===== src/rtl/sram_ctrl_pkg.sv =====
// Shared types for the asynchronous SRAM access controller.
// Assumes: one access in flight at a time; pins decoded from the sequencer state.
package sram_ctrl_pkg;

    typedef enum logic [2:0] {
        ST_IDLE,
        ST_SETUP,
        ST_RD_ACC,
        ST_WR_TURN,
        ST_WR_DATA,
        ST_WR_HOLD,
        ST_RD_HOLD
    } seq_state_e;

    typedef struct packed {
        logic ready;
        logic sel;
        logic we_n;
        logic oe_n;
        logic drive;
    } pin_set_t;

    // Pin levels for a sequencer state; sel_end picks select-ended write hold.
    function automatic pin_set_t pins_for(seq_state_e s, logic sel_end);
        pin_set_t p;
        p = '{ready: 1'b0, sel: 1'b0, we_n: 1'b1, oe_n: 1'b1, drive: 1'b0};
        case (s)
            ST_IDLE:    p.ready = 1'b1;
            ST_SETUP:   ;
            ST_RD_ACC:  begin p.sel = 1'b1; p.oe_n = 1'b0; end
            ST_WR_TURN: begin p.sel = 1'b1; p.we_n = 1'b0; end
            ST_WR_DATA: begin p.sel = 1'b1; p.we_n = 1'b0; p.drive = 1'b1; end
            ST_WR_HOLD: begin
                p.drive = 1'b1;
                p.sel   = !sel_end;
                p.we_n  = !sel_end;
            end
            ST_RD_HOLD: ;
            default:    ;
        endcase
        return p;
    endfunction

endpackage


===== src/rtl/sram_ctrl_timer.sv =====
// Phase timer: loaded with a cycle count on entry to a phase, flags the
// last cycle of that phase. Assumes: a count of 0 means 1.
module sram_ctrl_timer #(
    parameter int CNT_W = 4
) (
    input  logic             clk,
    input  logic             rst_n,
    input  logic             load,
    input  logic [CNT_W-1:0] load_val,
    output logic             last
);

    localparam logic [CNT_W-1:0] ONE = {{(CNT_W-1){1'b0}}, 1'b1};

    logic [CNT_W-1:0] cnt_q;

    // Load the phase length (clamped to 1) or count down toward 1.
    always_ff @(posedge clk) begin
        if (!rst_n) begin
            cnt_q <= ONE;
        end else if (load) begin
            cnt_q <= (load_val == '0) ? ONE : load_val;
        end else if (cnt_q > ONE) begin
            cnt_q <= cnt_q - ONE;
        end
    end

    assign last = (cnt_q == ONE);

endmodule


===== src/rtl/sram_ctrl_seq.sv =====
// Access sequencer: walks setup, access, turnaround, data and hold phases.
// Assumes: start only pulses while idle; is_write is stable during an access.
module sram_ctrl_seq
    import sram_ctrl_pkg::*;
#(
    parameter int CNT_W = 4
) (
    input  logic             clk,
    input  logic             rst_n,
    input  logic             start,
    input  logic             is_write,
    input  logic [CNT_W-1:0] t_turn,
    input  logic [CNT_W-1:0] t_wr,
    input  logic [CNT_W-1:0] t_rd,
    input  logic [CNT_W-1:0] t_hold,
    output seq_state_e       state_next,
    output logic             capture
);

    seq_state_e       state_q;
    logic             tmr_load;
    logic [CNT_W-1:0] tmr_val;
    logic             tmr_last;

    sram_ctrl_timer #(.CNT_W(CNT_W)) u_timer (
        .clk      (clk),
        .rst_n    (rst_n),
        .load     (tmr_load),
        .load_val (tmr_val),
        .last     (tmr_last)
    );

    // Next phase, timer reload and read capture strobe.
    always_comb begin
        state_next = state_q;
        tmr_load   = 1'b0;
        tmr_val    = t_hold;
        capture    = 1'b0;
        case (state_q)
            ST_IDLE: if (start) state_next = ST_SETUP;
            ST_SETUP: begin
                tmr_load   = 1'b1;
                state_next = is_write ? ST_WR_TURN : ST_RD_ACC;
                tmr_val    = is_write ? t_turn : t_rd;
            end
            ST_RD_ACC: if (tmr_last) begin
                state_next = ST_RD_HOLD;
                tmr_load   = 1'b1;
                capture    = 1'b1;
            end
            ST_WR_TURN: if (tmr_last) begin
                state_next = ST_WR_DATA;
                tmr_load   = 1'b1;
                tmr_val    = t_wr;
            end
            ST_WR_DATA: if (tmr_last) begin
                state_next = ST_WR_HOLD;
                tmr_load   = 1'b1;
            end
            ST_WR_HOLD, ST_RD_HOLD: if (tmr_last) state_next = ST_IDLE;
            default: state_next = ST_IDLE;
        endcase
    end

    // Phase register.
    always_ff @(posedge clk) begin
        if (!rst_n) state_q <= ST_IDLE;
        else        state_q <= state_next;
    end

endmodule


===== src/rtl/sram_async_ctrl.sv =====
// Top of the asynchronous SRAM access controller. Captures one host request,
// runs the sequencer and registers every memory pin so none can glitch.
// Assumes: the memory drives mem_dq_i only while selected with OE low and WE high.
module sram_async_ctrl
    import sram_ctrl_pkg::*;
#(
    parameter int AW    = 13,
    parameter int DW    = 8,
    parameter int CNT_W = 4
) (
    input  logic             clk,
    input  logic             rst_n,
    input  logic             cfg_wr_mode,
    input  logic [CNT_W-1:0] cfg_t_turn,
    input  logic [CNT_W-1:0] cfg_t_wr,
    input  logic [CNT_W-1:0] cfg_t_rd,
    input  logic [CNT_W-1:0] cfg_t_hold,
    input  logic             req_valid,
    output logic             req_ready,
    input  logic             req_write,
    input  logic [AW-1:0]    req_addr,
    input  logic [DW-1:0]    req_wdata,
    output logic             rsp_valid,
    output logic [DW-1:0]    rsp_rdata,
    output logic [AW-1:0]    mem_addr,
    output logic [DW-1:0]    mem_dq_o,
    output logic             mem_dq_oe,
    input  logic [DW-1:0]    mem_dq_i,
    output logic             mem_sel_n,
    output logic             mem_sel,
    output logic             mem_we_n,
    output logic             mem_oe_n
);

    localparam pin_set_t IDLE_PINS =
        '{ready: 1'b1, sel: 1'b0, we_n: 1'b1, oe_n: 1'b1, drive: 1'b0};

    seq_state_e state_next;
    logic       capture;
    logic       accept;
    logic       write_q;
    logic       sel_end_q;
    pin_set_t   pins_q;
    pin_set_t   pins_d;

    assign accept = req_valid && pins_q.ready;

    sram_ctrl_seq #(.CNT_W(CNT_W)) u_seq (
        .clk        (clk),
        .rst_n      (rst_n),
        .start      (accept),
        .is_write   (write_q),
        .t_turn     (cfg_t_turn),
        .t_wr       (cfg_t_wr),
        .t_rd       (cfg_t_rd),
        .t_hold     (cfg_t_hold),
        .state_next (state_next),
        .capture    (capture)
    );

    // The access kind and write style become known at acceptance.
    always_comb pins_d = pins_for(state_next, accept ? cfg_wr_mode : sel_end_q);

    // Latch the request fields once, at acceptance.
    always_ff @(posedge clk) begin
        if (!rst_n) begin
            write_q   <= 1'b0;
            sel_end_q <= 1'b0;
            mem_addr  <= '0;
            mem_dq_o  <= '0;
        end else if (accept) begin
            write_q   <= req_write;
            sel_end_q <= cfg_wr_mode;
            mem_addr  <= req_addr;
            mem_dq_o  <= req_wdata;
        end
    end

    // Register the pin levels of the coming phase.
    always_ff @(posedge clk) begin
        if (!rst_n) pins_q <= IDLE_PINS;
        else        pins_q <= pins_d;
    end

    // Sample read data at the end of the access phase and pulse valid.
    always_ff @(posedge clk) begin
        if (!rst_n) begin
            rsp_valid <= 1'b0;
            rsp_rdata <= '0;
        end else begin
            rsp_valid <= capture;
            if (capture) rsp_rdata <= mem_dq_i;
        end
    end

    assign req_ready = pins_q.ready;
    assign mem_sel   = pins_q.sel;
    assign mem_sel_n = !pins_q.sel;
    assign mem_we_n  = pins_q.we_n;
    assign mem_oe_n  = pins_q.oe_n;
    assign mem_dq_oe = pins_q.drive;

endmodule


===== config.mk =====
export PLATFORM = sky130hd
export DESIGN_NAME = sram_async_ctrl
export DESIGN_NICKNAME = d
export VERILOG_FILES = /design/src/rtl/sram_ctrl_pkg.sv /design/src/rtl/sram_ctrl_timer.sv /design/src/rtl/sram_ctrl_seq.sv /design/src/rtl/sram_async_ctrl.sv
export SDC_FILE = /design/constraint.sdc
export NUM_CORES = 1
export LEC_CHECK = 0
export BUFFER_PORTS_ARGS = -buffer_cell sky130_fd_sc_hd__buf_2
export CAP_MARGIN = 0
export CORE_ASPECT_RATIO = 1.4
export CORE_MARGIN = 3
export CORE_UTILIZATION = 43
export CTS_BUF_LIST = sky130_fd_sc_hd__clkbuf_8 sky130_fd_sc_hd__clkbuf_16
export CTS_CLUSTER_SIZE = 25
export DETAILED_ROUTE_END_ITERATION = 8
export PLACE_DENSITY_LB_ADDON = 0.12
export SLEW_MARGIN = 20
export SYNTH_ARGS = -nofsm -noshare
export SYNTH_HDL_FRONTEND = slang
export SYNTH_SLANG_ARGS = --single-unit

===== constraint.sdc =====
create_clock -name clk -period 3.57 [get_ports clk]
set_input_delay 0.714 -clock clk [delete_from_list [all_inputs] [get_ports clk]]
set_output_delay 0.714 -clock clk [all_outputs]
set_load 0.05 [all_outputs]

# Word level (Yosys, flattened, before mapping)

Cells that the tools add are included.

Output and inout bits: 36
Word-level logic and storage cells: 60
Bits in registers: 44
Bits of input ports: 50

Eq/ne operators: 11
$add $sub $neg: 1
$lt $le $gt $ge: 1
Reduce and logical (&&, ||, !) cells: 12
Muxes and demuxes: 22

Operators with widths:

| cell                                                | number |
|---|---|
| two-way mux 4 bit                                   | 5 |
| case mux 3 bit (6 select lines)                     | 1 |
| equality test 3 bit, second input constant          | 5 |
| two-way mux 3 bit                                   | 5 |
| equality test 3 x 2 -> 1 bit, second input constant | 4 |
| case mux 4 bit (2 select lines)                     | 1 |
| two-way mux 1 bit                                   | 7 |
| logical NOT 3 bit                                   | 2 |
| case mux 1 bit (2 select lines)                     | 3 |
| OR reduction 2 bit                                  | 3 |
| OR reduction 3 bit                                  | 2 |
| equality test 4 x 1 -> 1 bit, second input constant | 1 |
| > comparator 4 x 1 -> 1 bit, second input constant  | 1 |
| logical NOT 4 bit                                   | 1 |
| subtractor 4 x 1 -> 4 bit, second input constant    | 1 |
| equality test 3 x 1 -> 1 bit, second input constant | 1 |
| logical NOT 1 bit                                   | 2 |
| nonzero test 2 bit                                  | 1 |
| logical AND 1 bit                                   | 1 |

# Depth between registers and ports, before layout

Gate-level depths: netlist of run 1.

Word-level depth: 6
Mapped depth: 9

# By module

Synthesis of run 1 repeated with hierarchy kept, for this count alone.

Cell total of the unflattened synthesis: 228
Area, all modules: 2067.0 µm²

Modules (own cells, without submodules):

| module          | cells each | area each (µm²) | instances |
|---|---|---|---|
| sram_async_ctrl | 145        | 1360.1          | 1 |
| sram_ctrl_seq   | 52         | 425.4           | 1 |
| sram_ctrl_timer | 31         | 281.5           | 1 |

# Worst setup path after synthesis of run 1

OpenSTA, ideal clock, no wires.

Path type: flip-flop to flip-flop
Start: register u_seq.u_timer.cnt_q[0]
End: register u_seq.u_timer.cnt_q[0]
Library setup time: 0.080 ns
Setup slack: 1.782 ns
Cell stages (with the launch flop): 8
Path buffers: 1
Clock period less this slack: 1.788 ns
Arrival: 1.708 ns
Path through: dfxtp_1 -> ha_1 -> or3b_1 -> buf_6 -> a311oi_2 -> nand2_1 -> o211a_1 -> o221ai_2

Longest elaborated chain between the ends: 6
Elaborated cells on any way between the ends: 12

Ends and longest elaborated chain:

| item                            | line                  | RTL |
|---|---|---|
| start, declared                 | sram_ctrl_timer.sv:15 | `logic [CNT_W-1:0] cnt_q;` |
| start signal, assigned          | sram_ctrl_timer.sv:22 | `cnt_q <= (load_val == '0) ? ONE : load_val;` |
| start signal, assigned          | sram_ctrl_timer.sv:24 | `cnt_q <= cnt_q - ONE;` |
| equality test 4 x 1 -> 1 bit    | sram_ctrl_timer.sv:28 | `assign last = (cnt_q == ONE);` |
| two-way mux 4 bit               | sram_ctrl_seq.sv:51   | `ST_WR_TURN: if (tmr_last) begin` |
| case mux 4 bit (2 select lines) | sram_ctrl_seq.sv:39   | `case (state_q)` |
| logical NOT 4 bit               | sram_ctrl_timer.sv:22 |  |
| two-way mux 4 bit               | sram_ctrl_timer.sv:22 |  |
| two-way mux 4 bit               | sram_ctrl_timer.sv:21 | `end else if (load) begin` |

Parallel ways exist; a longest one is shown, timed or not. The select of a mux whose other input is x is not followed.
A chain may end at the register's enable or synchronous reset.

# Worst setup path after layout of run 1

Start: register u_seq.u_timer.cnt_q[0]
End: register rsp_rdata[6]

Longest elaborated chain between the ends: 3

Ends and longest elaborated chain:

| item                         | line                  | RTL |
|---|---|---|
| equality test 4 x 1 -> 1 bit | sram_ctrl_timer.sv:28 |  |
| two-way mux 1 bit            | sram_ctrl_seq.sv:46   | `ST_RD_ACC: if (tmr_last) begin` |
| two-way mux 1 bit            | sram_ctrl_seq.sv:39   |  |
| end signal, assigned         | sram_async_ctrl.sv:92 | `if (capture) rsp_rdata <= mem_dq_i;` |
| end, declared                | sram_async_ctrl.sv:24 | `output logic [DW-1:0] rsp_rdata,` |

No other way between the ends.

==> results of run 1 <==
## metal layers
| layer | global-route usage [%] | up-vias |
|---|---|---|
| met5 | 0 | - |
| met4 | 8.27 | 0 |
| met3 | 3.72 | 10 |
| met2 | 33.4 | 57 |
| met1 | 19.5 | 870 |
| li1 | - | 986 |
## how the worst max path moves through the flow
stage,from,end,depth (start not counted)
after CTS,u_seq.u_timer.cnt_q[0],rsp_rdata[6],6
after global routing,u_seq.u_timer.cnt_q[0],rsp_rdata[4],6
after detailed placement,u_seq.u_timer.cnt_q[0],rsp_rdata[6],6
final,u_seq.u_timer.cnt_q[0],rsp_rdata[6],6
after floorplan,u_seq.u_timer.cnt_q[0],u_seq.u_timer.cnt_q[0],7
after global placement,req_valid,mem_sel,8
## area by class of cell
cell class | count | area, µm²
Clock inverter | 3 | 46.3
Sequential cell | 44 | 881
Tap cell | 62 | 77.6
Clock buffer | 5 | 68.8
Multi-Input combinational cell | 179 | 1070
Timing Repair Buffer | 86 | 433
Fill cell | 466 | 1970
Inverter | 7 | 26.3
## cells in the final DEF (no fill, tap or decap), types with 5 or more instances in the layout
| cell | Yosys | final |
|---|---|---|
| o21ai_0 | 5 | 5 |
| dfxtp_1 | 44 | 44 |
| nor2b_1 | 5 | 5 |
| nand3_1 | 9 | 9 |
| clkbuf_8 | 0 | 5 |
| inv_1 | 7 | 7 |
| nor2_1 | 8 | 8 |
| nand2_1 | 70 | 70 |
| buf_2 | 5 | 85 |
| a21boi_0 | 30 | 30 |
## power by group through the flow
stage               registers, mW  clock network (mW)  logic (mW)
finish                      0.661               0.390       0.770
detailed placement          0.672                   0       0.771
global route                0.675               0.416       0.854
floorplan                   0.803                   0       0.495
global placement            0.669                   0       0.769
CTS                         0.660               0.402       0.776
## worst max-delay path, cell delays in order (launching register included)
cell      delay (ps)
dfxtp_1          410
ha_1             190
or3b_1           510
nor2_1           520
nand2_1          320
nand2_1          150
a21boi_0          80
## kinds of logic after synthesis
logic type	after synthesis	share of synthesized area, %
compound gates	60	22.9
xor+xnor	1	0.426
fa+ha+maj	2	1.22
buf+inv	25	5.23
flops	44	42.8
mux	7	3.59
simple gates	109	23.7
## sequential cells by signal, summed over array words and instances (netlist names)
name,flops
req_ready,1
mem_dq_oe,1
u_seq.u_timer.cnt_q,4
mem_we_n,1
mem_dq_o,8
rsp_rdata,8
mem_oe_n,1
mem_addr,13
u_seq.state_q,3
write_q,1
rsp_valid,1
mem_sel,1
sel_end_q,1
==> impl_metrics.yaml, run 1 <==
place:
  dp_hpwl_um: 3680
  dp_cells: 378
  portBuffers: 85
  gp_congestion: 0.829
  post_dp_cell_area_um2: 2480
  dp_slack_ps: 1300
route:
  avgViaCountPerCell: 4.98
  initialDrtViolationCount: 89
  wl_per_cell_um: 12.8
  wl_met3_um: 303
  routed_wl_um: 4960
  vias: 1923
  top_layer: "met4"
  post-route-drc-count: 0
  ant_nets: 0
  dr.pass1.iters: 4
  dr_wl_met2_um: 2510
  wl_met1_um: 2040
sta:
  hold_ws_ps: 461
  relSlewSlack_pct: 47.6
  setup_viol: 0
  maxSlewViolCount: 0
  hold_viol: 0
  fin_tns_setup_ps: 0
  setup_ws_ps: 1260
  finClkSkew_ps: 7.10
  timing.final.crit_share_pct: 64.7
  tightest_slew_ps: 786
  fin_crit_ps: 2310
  fmax_ghz: 0.433
  grt_setup_unrepaired: "false"
clock_tree:
  cts_setup_buffers: 0
  h-tree-depth: 2
  cts_tree: "done"
  cts-resized-gates: 0
  postCtsHoldBufs: 0
  cts_buffers: 5
  cts_buffer_depth: 2
  numClockSinks: 44
  clk_pin_slew_ps: 80
  root_buffer: "clkbuf_8"
  worstSkewPairLatency_ps: 300
floorplanning:
  top_level_ports: 86
  dieHeight_um: 87.8
  initial_utilization_pct: 45.0
  rows: 29
  dieWidth_um: 64.4
  dieArea_um2: 5660
  core_um2: 4570
power:
  p_leak_nw: 1.21
  p_sw_share_pct: 43.2
  p_switching_mw: 0.786
  max-vdd-ir-drop_uv: 446
  clock_power_share_pct: 21.4
  internal_power_mw: 1.03
  pwr-share-seq_pct: 36.3
  p_comb_share_pct: 42.3
  power_density_nw_per_um2: 700
  total_power_mw: 1.82
logic_synthesis:
  netlist_area_um2: 2060
  syn_avg_cell_area_um2: 8.29
  ys_seq_elements: 44
  yosysTopAreaCell: "dfxtp_1"
  synth_common_cells: "70 x nand2_1, 44 x dfxtp_1, 30 x a21boi_0"
  synth.yosys.seq_area_share_pct: 42.8
  synthesis.nets: 300
  synth_top_cell_area_share_pct: 42.8
  syn_inst: 248
  synth.distinct_cells: 40
  yosys_warnings: 0
  synth_most_common_cell: "nand2_1"
  synth.top_cells.by_area: "dfxtp_1 43%, nand2_1 13%, a21boi_0 11%, nand3_1 2.2%, clkbuf_1 2.0%"
  synth-edff-count: 0
  async_flop_share_pct: 0
  synth-main-ff-cell: "dfxtp_1"
setup_path:
  reg2reg_to: "rsp_rdata[6]"
  critPathLaunchType: "flop"
  critical_path_class: "flop to flop"
  cp_max_fo: 11
  crit_arrival_ps: 2500
  r2r_start: "u_seq.u_timer.cnt_q[0]"
  reg2regPathDepth: 6
  end_kind: "flop"
  crit_required_ps: 3760
  rrSetupSlack_ps: 1260
min_path:
  min_from: "mem_dq_o[3]"
  hold_path_end: "mem_dq_o[3]"
  min_path_type: "flop to flop"
  whs_path_depth: 2
global_route:
  grt_max_degree: 42
  gr-usage-all-layers_pct: 18.0
  grt_overflow: 0
  grt_pass1_vias: 1835
  grt_pass1_wl_um: 8050
  antenna_found_initial: 0
final_layout:
  stdcell_area_um2: 2600
  area_growth_pct: 26.5
  finalNonFillerCells: 386
  diodes: 0
  finish.utilization_pct: 56.9
  drive_gt1_share_pct: 31.8
  finalNetCount: 375
outcome:
  status: "finished clean"
job:
  max_cap_viol_count: 0
(Power assumes the default switching activity.)
==> run 2: changes to the inputs <==
--- a/config.mk
+++ b/config.mk
@@ -5,11 +5,12 @@
 export SDC_FILE = /design/constraint.sdc
 export NUM_CORES = 1
 export LEC_CHECK = 0
+export ABC_AREA = 1
 export BUFFER_PORTS_ARGS = -buffer_cell sky130_fd_sc_hd__buf_2
 export CAP_MARGIN = 0
 export CORE_ASPECT_RATIO = 1.4
 export CORE_MARGIN = 3
-export CORE_UTILIZATION = 43
+export CORE_UTILIZATION = 42
 export CTS_BUF_LIST = sky130_fd_sc_hd__clkbuf_8 sky130_fd_sc_hd__clkbuf_16
 export CTS_CLUSTER_SIZE = 25
 export DETAILED_ROUTE_END_ITERATION = 8
==> constraint.sdc (replaced) <==
create_clock -name clk -period 2.1 [get_ports clk]
set_input_delay 0.42 -clock clk [delete_from_list [all_inputs] [get_ports clk]]
set_output_delay 0.42 -clock clk [all_outputs]
set_load 0.05 [all_outputs]
==> run 2 against run 1 <==
Compared with the run above:
- register-to-register slack got worse by 760 ps
- non-clock buffer count increased by 1
- first-iteration DRC count increased by 7.9%
- routed wire length fell by 7.0%
- synthesized cell count grew 15%
- clock skew fell by 0.62 ps
- die area shrank 1.2%
- clock power rose by 57%
- design area shrank 0.96%
- highest routed layer unchanged
==> impl_metrics.yaml, run 2 <==
logic_synthesis:
  synth.top_cells.by_area: "dfxtp_1 44%, nor2_1 14%, nand2_1 9.5%, o21ai_0 8.1%, inv_1 4.4%"
  yosys_warnings: 0
  synth-main-ff-cell: "dfxtp_1"
  synth_top_family_by_area: "simple AND/OR/NAND/NOR gates"
  syn_inst: 284
  synth-xor-area-share_pct: 0.884
  synthMuxAreaShare_pct: 0.505
  async_flop_share_pct: 0
  synth_top_cell_area_share_pct: 44.4
  netlist_area_um2: 1980
  synthesis.nets: 336
  synth.yosys.seq_area_share_pct: 44.4
  synth-compound-area-share_pct: 12.9
  syn_avg_cell_area_um2: 6.98
  ys_seq_elements: 44
  synth-edff-count: 0
  yosysTopAreaCell: "dfxtp_1"
  synth_common_cells: "74 x nor2_1, 50 x nand2_1, 44 x dfxtp_1"
  synth.distinct_cells: 25
  synth_most_common_cell: "nor2_1"
  synth-simple-area-share_pct: 32.8
  synth_adder_area_share_pct: 1.26
setup_path:
  cp_cell_sequence: "inv_1 -> ha_1 -> nand2_4 -> inv_2 -> nand2_1 -> inv_1 -> nor2_1 -> nor2_1"
  reg2regPathDepth: 8
  crit_arrival_ps: 1780
  critPathLaunchType: "flop"
  critical_path_class: "flop to flop"
  crit_path_max_incr_delay_ps: 380
  cpMaxStageDelayCell: "dfxtp_1"
  end_kind: "flop"
  setup.worst_path.start: "u_seq.u_timer.cnt_q[1]"
  rrSetupSlack_ps: 500
  cp_max_fo: 10
  r2r_start: "u_seq.u_timer.cnt_q[1]"
  crit_required_ps: 2280
  reg2reg_to: "rsp_rdata[7]"
  crit_end: "rsp_rdata[7]"
final_layout:
  final_cell_mix: "85 x buf_2, 74 x nor2_1, 50 x nand2_1"
  drive_gt1_share_pct: 31.8
  diodes: 0
  finish.utilization_pct: 58.8
  multiInputGateArea_um2: 960
  largest_register: "mem_addr"
  finalNonFillerCells: 431
  n_fill_cell: 438
  largest_reg_flops: 13
  seqCellArea_um2: 881
  finalNetCount: 422
  top_regs: "mem_addr (13), mem_dq_o (8), rsp_rdata (8)"
  area_growth_pct: 29.9
  final_common_cell: "buf_2"
floorplanning:
  initial_utilization_pct: 45.3
  dieArea_um2: 5590
  rows: 28
  top_level_ports: 86
  core_um2: 4380
  dieWidth_um: 64.1
  dieHeight_um: 87.3
sta:
  setup_viol: 0
  hold_ws_ps: 376
  fin_crit_ps: 1600
  hold_viol: 0
  fin_tns_setup_ps: 0
  finClkSkew_ps: 6.48
  maxSlewViolCount: 0
  grt_setup_unrepaired: "false"
  tightest_slew_ps: 650
  fmax_ghz: 0.625
  timing.final.crit_share_pct: 76.1
  relSlewSlack_pct: 56.6
route:
  routed_wl_um: 4610
  dr.pass1.iters: 4
  ant_nets: 0
  post-route-drc-count: 0
  wl_per_cell_um: 10.7
  vias: 1999
  avgViaCountPerCell: 4.64
  initialDrtViolationCount: 96
job:
  max_cap_viol_count: 0
clock_tree:
  cts_buffers: 5
  cts-resized-gates: 0
  numClockSinks: 44
  h-tree-depth: 2
  cts_setup_buffers: 0
  postCtsHoldBufs: 0
  clk_pin_slew_ps: 80
  cts_buffer_depth: 2
  cts_tree: "done"
  root_buffer: "clkbuf_8"
  worstSkewPairLatency_ps: 290
place:
  dp_hpwl_um: 3570
  gp_congestion: 0.860
  dp_cells: 423
  portBuffers: 85
global_route:
  grt_pass1_wl_um: 7540
  grt.met2_usage_pct: 31.2
  antenna_found_initial: 0
  gr-usage-all-layers_pct: 16.9
  grt_max_degree: 22
  grt_overflow: 0
  use_met3_pct: 3.49
  grt_pass1_vias: 1811
  globalRouteMet1Util_pct: 18.9
  top_usage_layer: "met2"
min_path:
  min_from: "req_wdata[0]"
  min_path_type: "input port to flop"
power:
  power_density_nw_per_um2: 1520
  p_leak_nw: 1.37
  total_power_mw: 3.92
  max-vdd-ir-drop_uv: 869
outcome:
  status: "finished clean"
## run 2: per-layer routing
layer  part of all wire, %  vias up
met2                    50       59
met1                    42      882
met3                   6.2        4
li1                      -     1054
met4                   1.3        0
met5                     0        -
## run 2: logic make-up (layout without fill, tap and decap cells)
family,count (synthesis),count (layout)
adder cells (fa/ha/maj),2,2
AO/OA/AOI/OAI,45,45
XOR/XNOR,2,2
buffers and inverters,37,124
flip-flops,44,44
multiplexers,1,1
AND/OR/NAND/NOR,153,153
## run 2: worst max-delay path, delay by kind of cell, from the launching register on
kind	cells	cell delay (ps)
buffers and inverters	3	320
adders and majority gates	1	250
and+or+nand+nor	4	540
DFF	1	380
## run 2: worst min path at each step
stage               slack (ps)      endpoint  cells past startpoint
floorplan                  480     sel_end_q                      2
global placement           460  mem_addr[11]                      2
detailed placement         470  mem_addr[12]                      2
CTS                        370   mem_dq_o[0]                      3
global route               380   mem_dq_o[3]                      3
finish                     380   mem_dq_o[0]                      3
## run 2: stage by stage
| stage | cell area (µm²) | setup slack (ps) |
|---|---|---|
| after detailed placement | 2470 | 499 |
| after floorplan | 1980 | 624 |
| after global placement | 2470 | 522 |
| after CTS | 2570 | 481 |
| final | 2570 | 501 |
| after global routing | 2570 | 313 |
## run 2: cell type report
| class | instances | share of cell area, % |
|---|---|---|
| Timing Repair Buffer | 87 | 17.1 |
| Inverter | 29 | 4.32 |
| Tap cell | 60 | 2.92 |
| Sequential cell | 44 | 34.2 |
| Clock buffer | 5 | 2.67 |
| Clock inverter | 3 | 1.51 |
| Multi-Input combinational cell | 203 | 37.3 |
## run 2: power by group
group | switching [mW] | internal [mW] | total [mW]
registers | 0.166 | 1.06 | 1.22
logic | 1.49 | 0.593 | 2.08
clock network | 0.265 | 0.348 | 0.613
==> run 3: changes to the inputs <==
--- a/config.mk
+++ b/config.mk
@@ -10,7 +10,7 @@
 export CAP_MARGIN = 0
 export CORE_ASPECT_RATIO = 1.4
 export CORE_MARGIN = 3
-export CORE_UTILIZATION = 42
+export CORE_UTILIZATION = 43
 export CTS_BUF_LIST = sky130_fd_sc_hd__clkbuf_8 sky130_fd_sc_hd__clkbuf_16
 export CTS_CLUSTER_SIZE = 25
 export DETAILED_ROUTE_END_ITERATION = 8
==> constraint.sdc (replaced) <==
create_clock -name clk -period 1.51 [get_ports clk]
set_input_delay 0.302 -clock clk [delete_from_list [all_inputs] [get_ports clk]]
set_output_delay 0.302 -clock clk [all_outputs]
set_load 0.05 [all_outputs]
==> run 3 against run 2 <==
Compared with the run above:
- global-route usage grew 0.48 points
- routed wire length down 0.74%
- register-to-register slack got worse by 400 ps
- fmax is 14% higher
- non-clock buffer count is 3 higher
- first-iteration DRC count is 13% lower
- combinational power up 45%
- critical path depth grew 2
- worst setup slack worse by 400 ps
- clock power is 66% higher
- power is 47% higher
- largest cell class unchanged
- largest power group unchanged
- highest routed layer unchanged
==> impl_metrics.yaml, run 3 (same netlist as run 2, synthesis figures left out) <==
power:
  power_density_nw_per_um2: 2180
  p_comb_share_pct: 52.6
  pwr-share-seq_pct: 29.7
  p_leak_nw: 1.40
  p_switching_mw: 2.73
  clock_power_share_pct: 17.8
  p_sw_share_pct: 47.4
  internal_power_mw: 3.03
  max-vdd-ir-drop_uv: 1070
sta:
  tightest_slew_ps: 630
  hold_viol: 0
  setup_viol: 0
  fin_crit_ps: 1410
  finClkSkew_ps: 3.98
  fmax_ghz: 0.710
  timing.final.crit_share_pct: 93.2
  fin_tns_setup_ps: 0
  maxSlewViolCount: 0
  setup_ws_ps: 102
  relSlewSlack_pct: 57.9
  grt_setup_unrepaired: "false"
job:
  max_cap_viol_count: 0
final_layout:
  drive_gt1_share_pct: 34.2
  finalNetCount: 426
  final_cell_mix: "85 x buf_2, 73 x nor2_1, 50 x nand2_1"
  largest_register: "mem_addr"
  diodes: 0
  largest_reg_flops: 13
  seqCellArea_um2: 886
  stdcell_area_um2: 2650
  top_regs: "mem_addr (13), mem_dq_o (8), rsp_rdata (8)"
  finish.utilization_pct: 60.9
  final_common_cell: "buf_2"
  multiInputGateArea_um2: 981
  n_fill_cell: 466
  area_growth_pct: 33.5
setup_path:
  critical_path_class: "flop to flop"
  path_buf_inv: 0
  end_kind: "flop"
  cp_cell_sequence: "nor2_4 -> nand2_2 -> nand2_2 -> nand2_2 -> a21oi_2 -> nand2_2 -> nand2_1 -> nand2_1 -> nand2_1 -> nand2_1"
  crit_required_ps: 1690
  crit_path_max_incr_delay_ps: 370
  cp_max_fo: 6
  rrSetupSlack_ps: 100
  critPathLaunchType: "flop"
  critPathTopFamily: "simple AND/OR/NAND/NOR gates"
  crit_arrival_ps: 1590
  cpMaxStageDelayCell: "dfxtp_1"
floorplanning:
  dieArea_um2: 5470
  rows: 28
  top_level_ports: 86
  dieWidth_um: 63.4
  initial_utilization_pct: 45.6
  dieHeight_um: 86.3
  core_um2: 4340
clock_tree:
  cts_buffer_depth: 2
  numClockSinks: 44
  clk_pin_slew_ps: 80
  cts_buffers: 5
  cts_tree: "done"
  root_buffer: "clkbuf_8"
  cts_setup_buffers: 0
  worstSkewPairLatency_ps: 290
  h-tree-depth: 2
  postCtsHoldBufs: 0
route:
  vias: 1992
  dr.pass1.iters: 4
  initialDrtViolationCount: 84
  ant_nets: 0
  wl_per_cell_um: 10.5
  post-route-drc-count: 0
  routed_wl_um: 4580
  avgViaCountPerCell: 4.59
global_route:
  grt_max_degree: 24
  antenna_found_initial: 0
  grt_pass1_wl_um: 7660
  gr-usage-all-layers_pct: 17.4
  grt_pass1_vias: 1839
  grt_overflow: 0
min_path:
  min_path_type: "input port to flop"
place:
  portBuffers: 85
  gp_congestion: 0.875
  post_dp_cell_area_um2: 2490
  dp_hpwl_um: 3540
  dp_slack_ps: 16.8
outcome:
  status: "finished clean"
==> run 3: cell count changes in the layout (fill, tap and decap cells not counted), sizes merged <==
cell / delta
inv: -1
nand2: +1
bufinv: +1
clkinv: -1
buf: +3
==> run 3: repair_timing <==
action                                  in CTS  in global routing
endpoints found under the setup margin       0                  7
hold endpoints to repair                     0                  0
resized for setup                            0                  9
==> run 3: final timing paths <==
path | start | cells after the start | end
max reg2reg | u_seq.u_timer.cnt_q[2] | 10 | mem_we_n
min reg2reg | mem_addr[8] | 2 | mem_addr[8]
min | req_addr[9] | 3 | mem_addr[9]
max | u_seq.u_timer.cnt_q[2] | 10 | mem_we_n
==> run 3: power by group through the flow <==
stage | Clock, mW | Sequential [mW] | Combinational, mW
detailed placement | 0 | 1.71 | 2.97
floorplan | 0 | 2.44 | 1.60
global placement | 0 | 1.71 | 2.94
global route | 1.11 | 1.74 | 3.35
finish | 1.02 | 1.71 | 3.02
CTS | 1.06 | 1.69 | 2.98
==> run 3: per-stage QoR <==
stage | instances | total power [mW] | hold WS [ps]
6_report | 434 | 5.75 | 256
5_1_grt | 434 | 6.20 | 262
2_1_floorplan | 284 | 4.04 | 469
3_5_place_dp | 426 | 4.68 | 469
3_3_place_gp | 426 | 4.65 | 458
4_1_cts | 433 | 5.73 | 247
==> run 3: final cells by class <==
class / instances / share of cell area [%]
Multi-Input combinational cell: 204 / 37.1
Sequential cell: 44 / 33.5
Timing Repair Buffer: 90 / 17.5
Inverter: 29 / 4.21
Tap cell: 60 / 2.84
Clock buffer: 5 / 2.60
Clock inverter: 2 / 2.27
==> run 3: layer usage <==
layer / part of all wire (%) / track usage (%) / wire [µm] / vias to the layer above
li1: - / - / - / 1066
met1: 42 / 17.9 / 1900 / 867
met2: 50 / 32.2 / 2300 / 52
met3: 6.3 / 4.41 / 287 / 7
met4: 1.9 / 8.64 / 87 / 0
met5: 0 / 0 / 0 / -
==> run 3: worst min-delay path, stage by stage <==
cell,delay [ps]
buf_2,70
o21ai_0,70
nor2_1,70
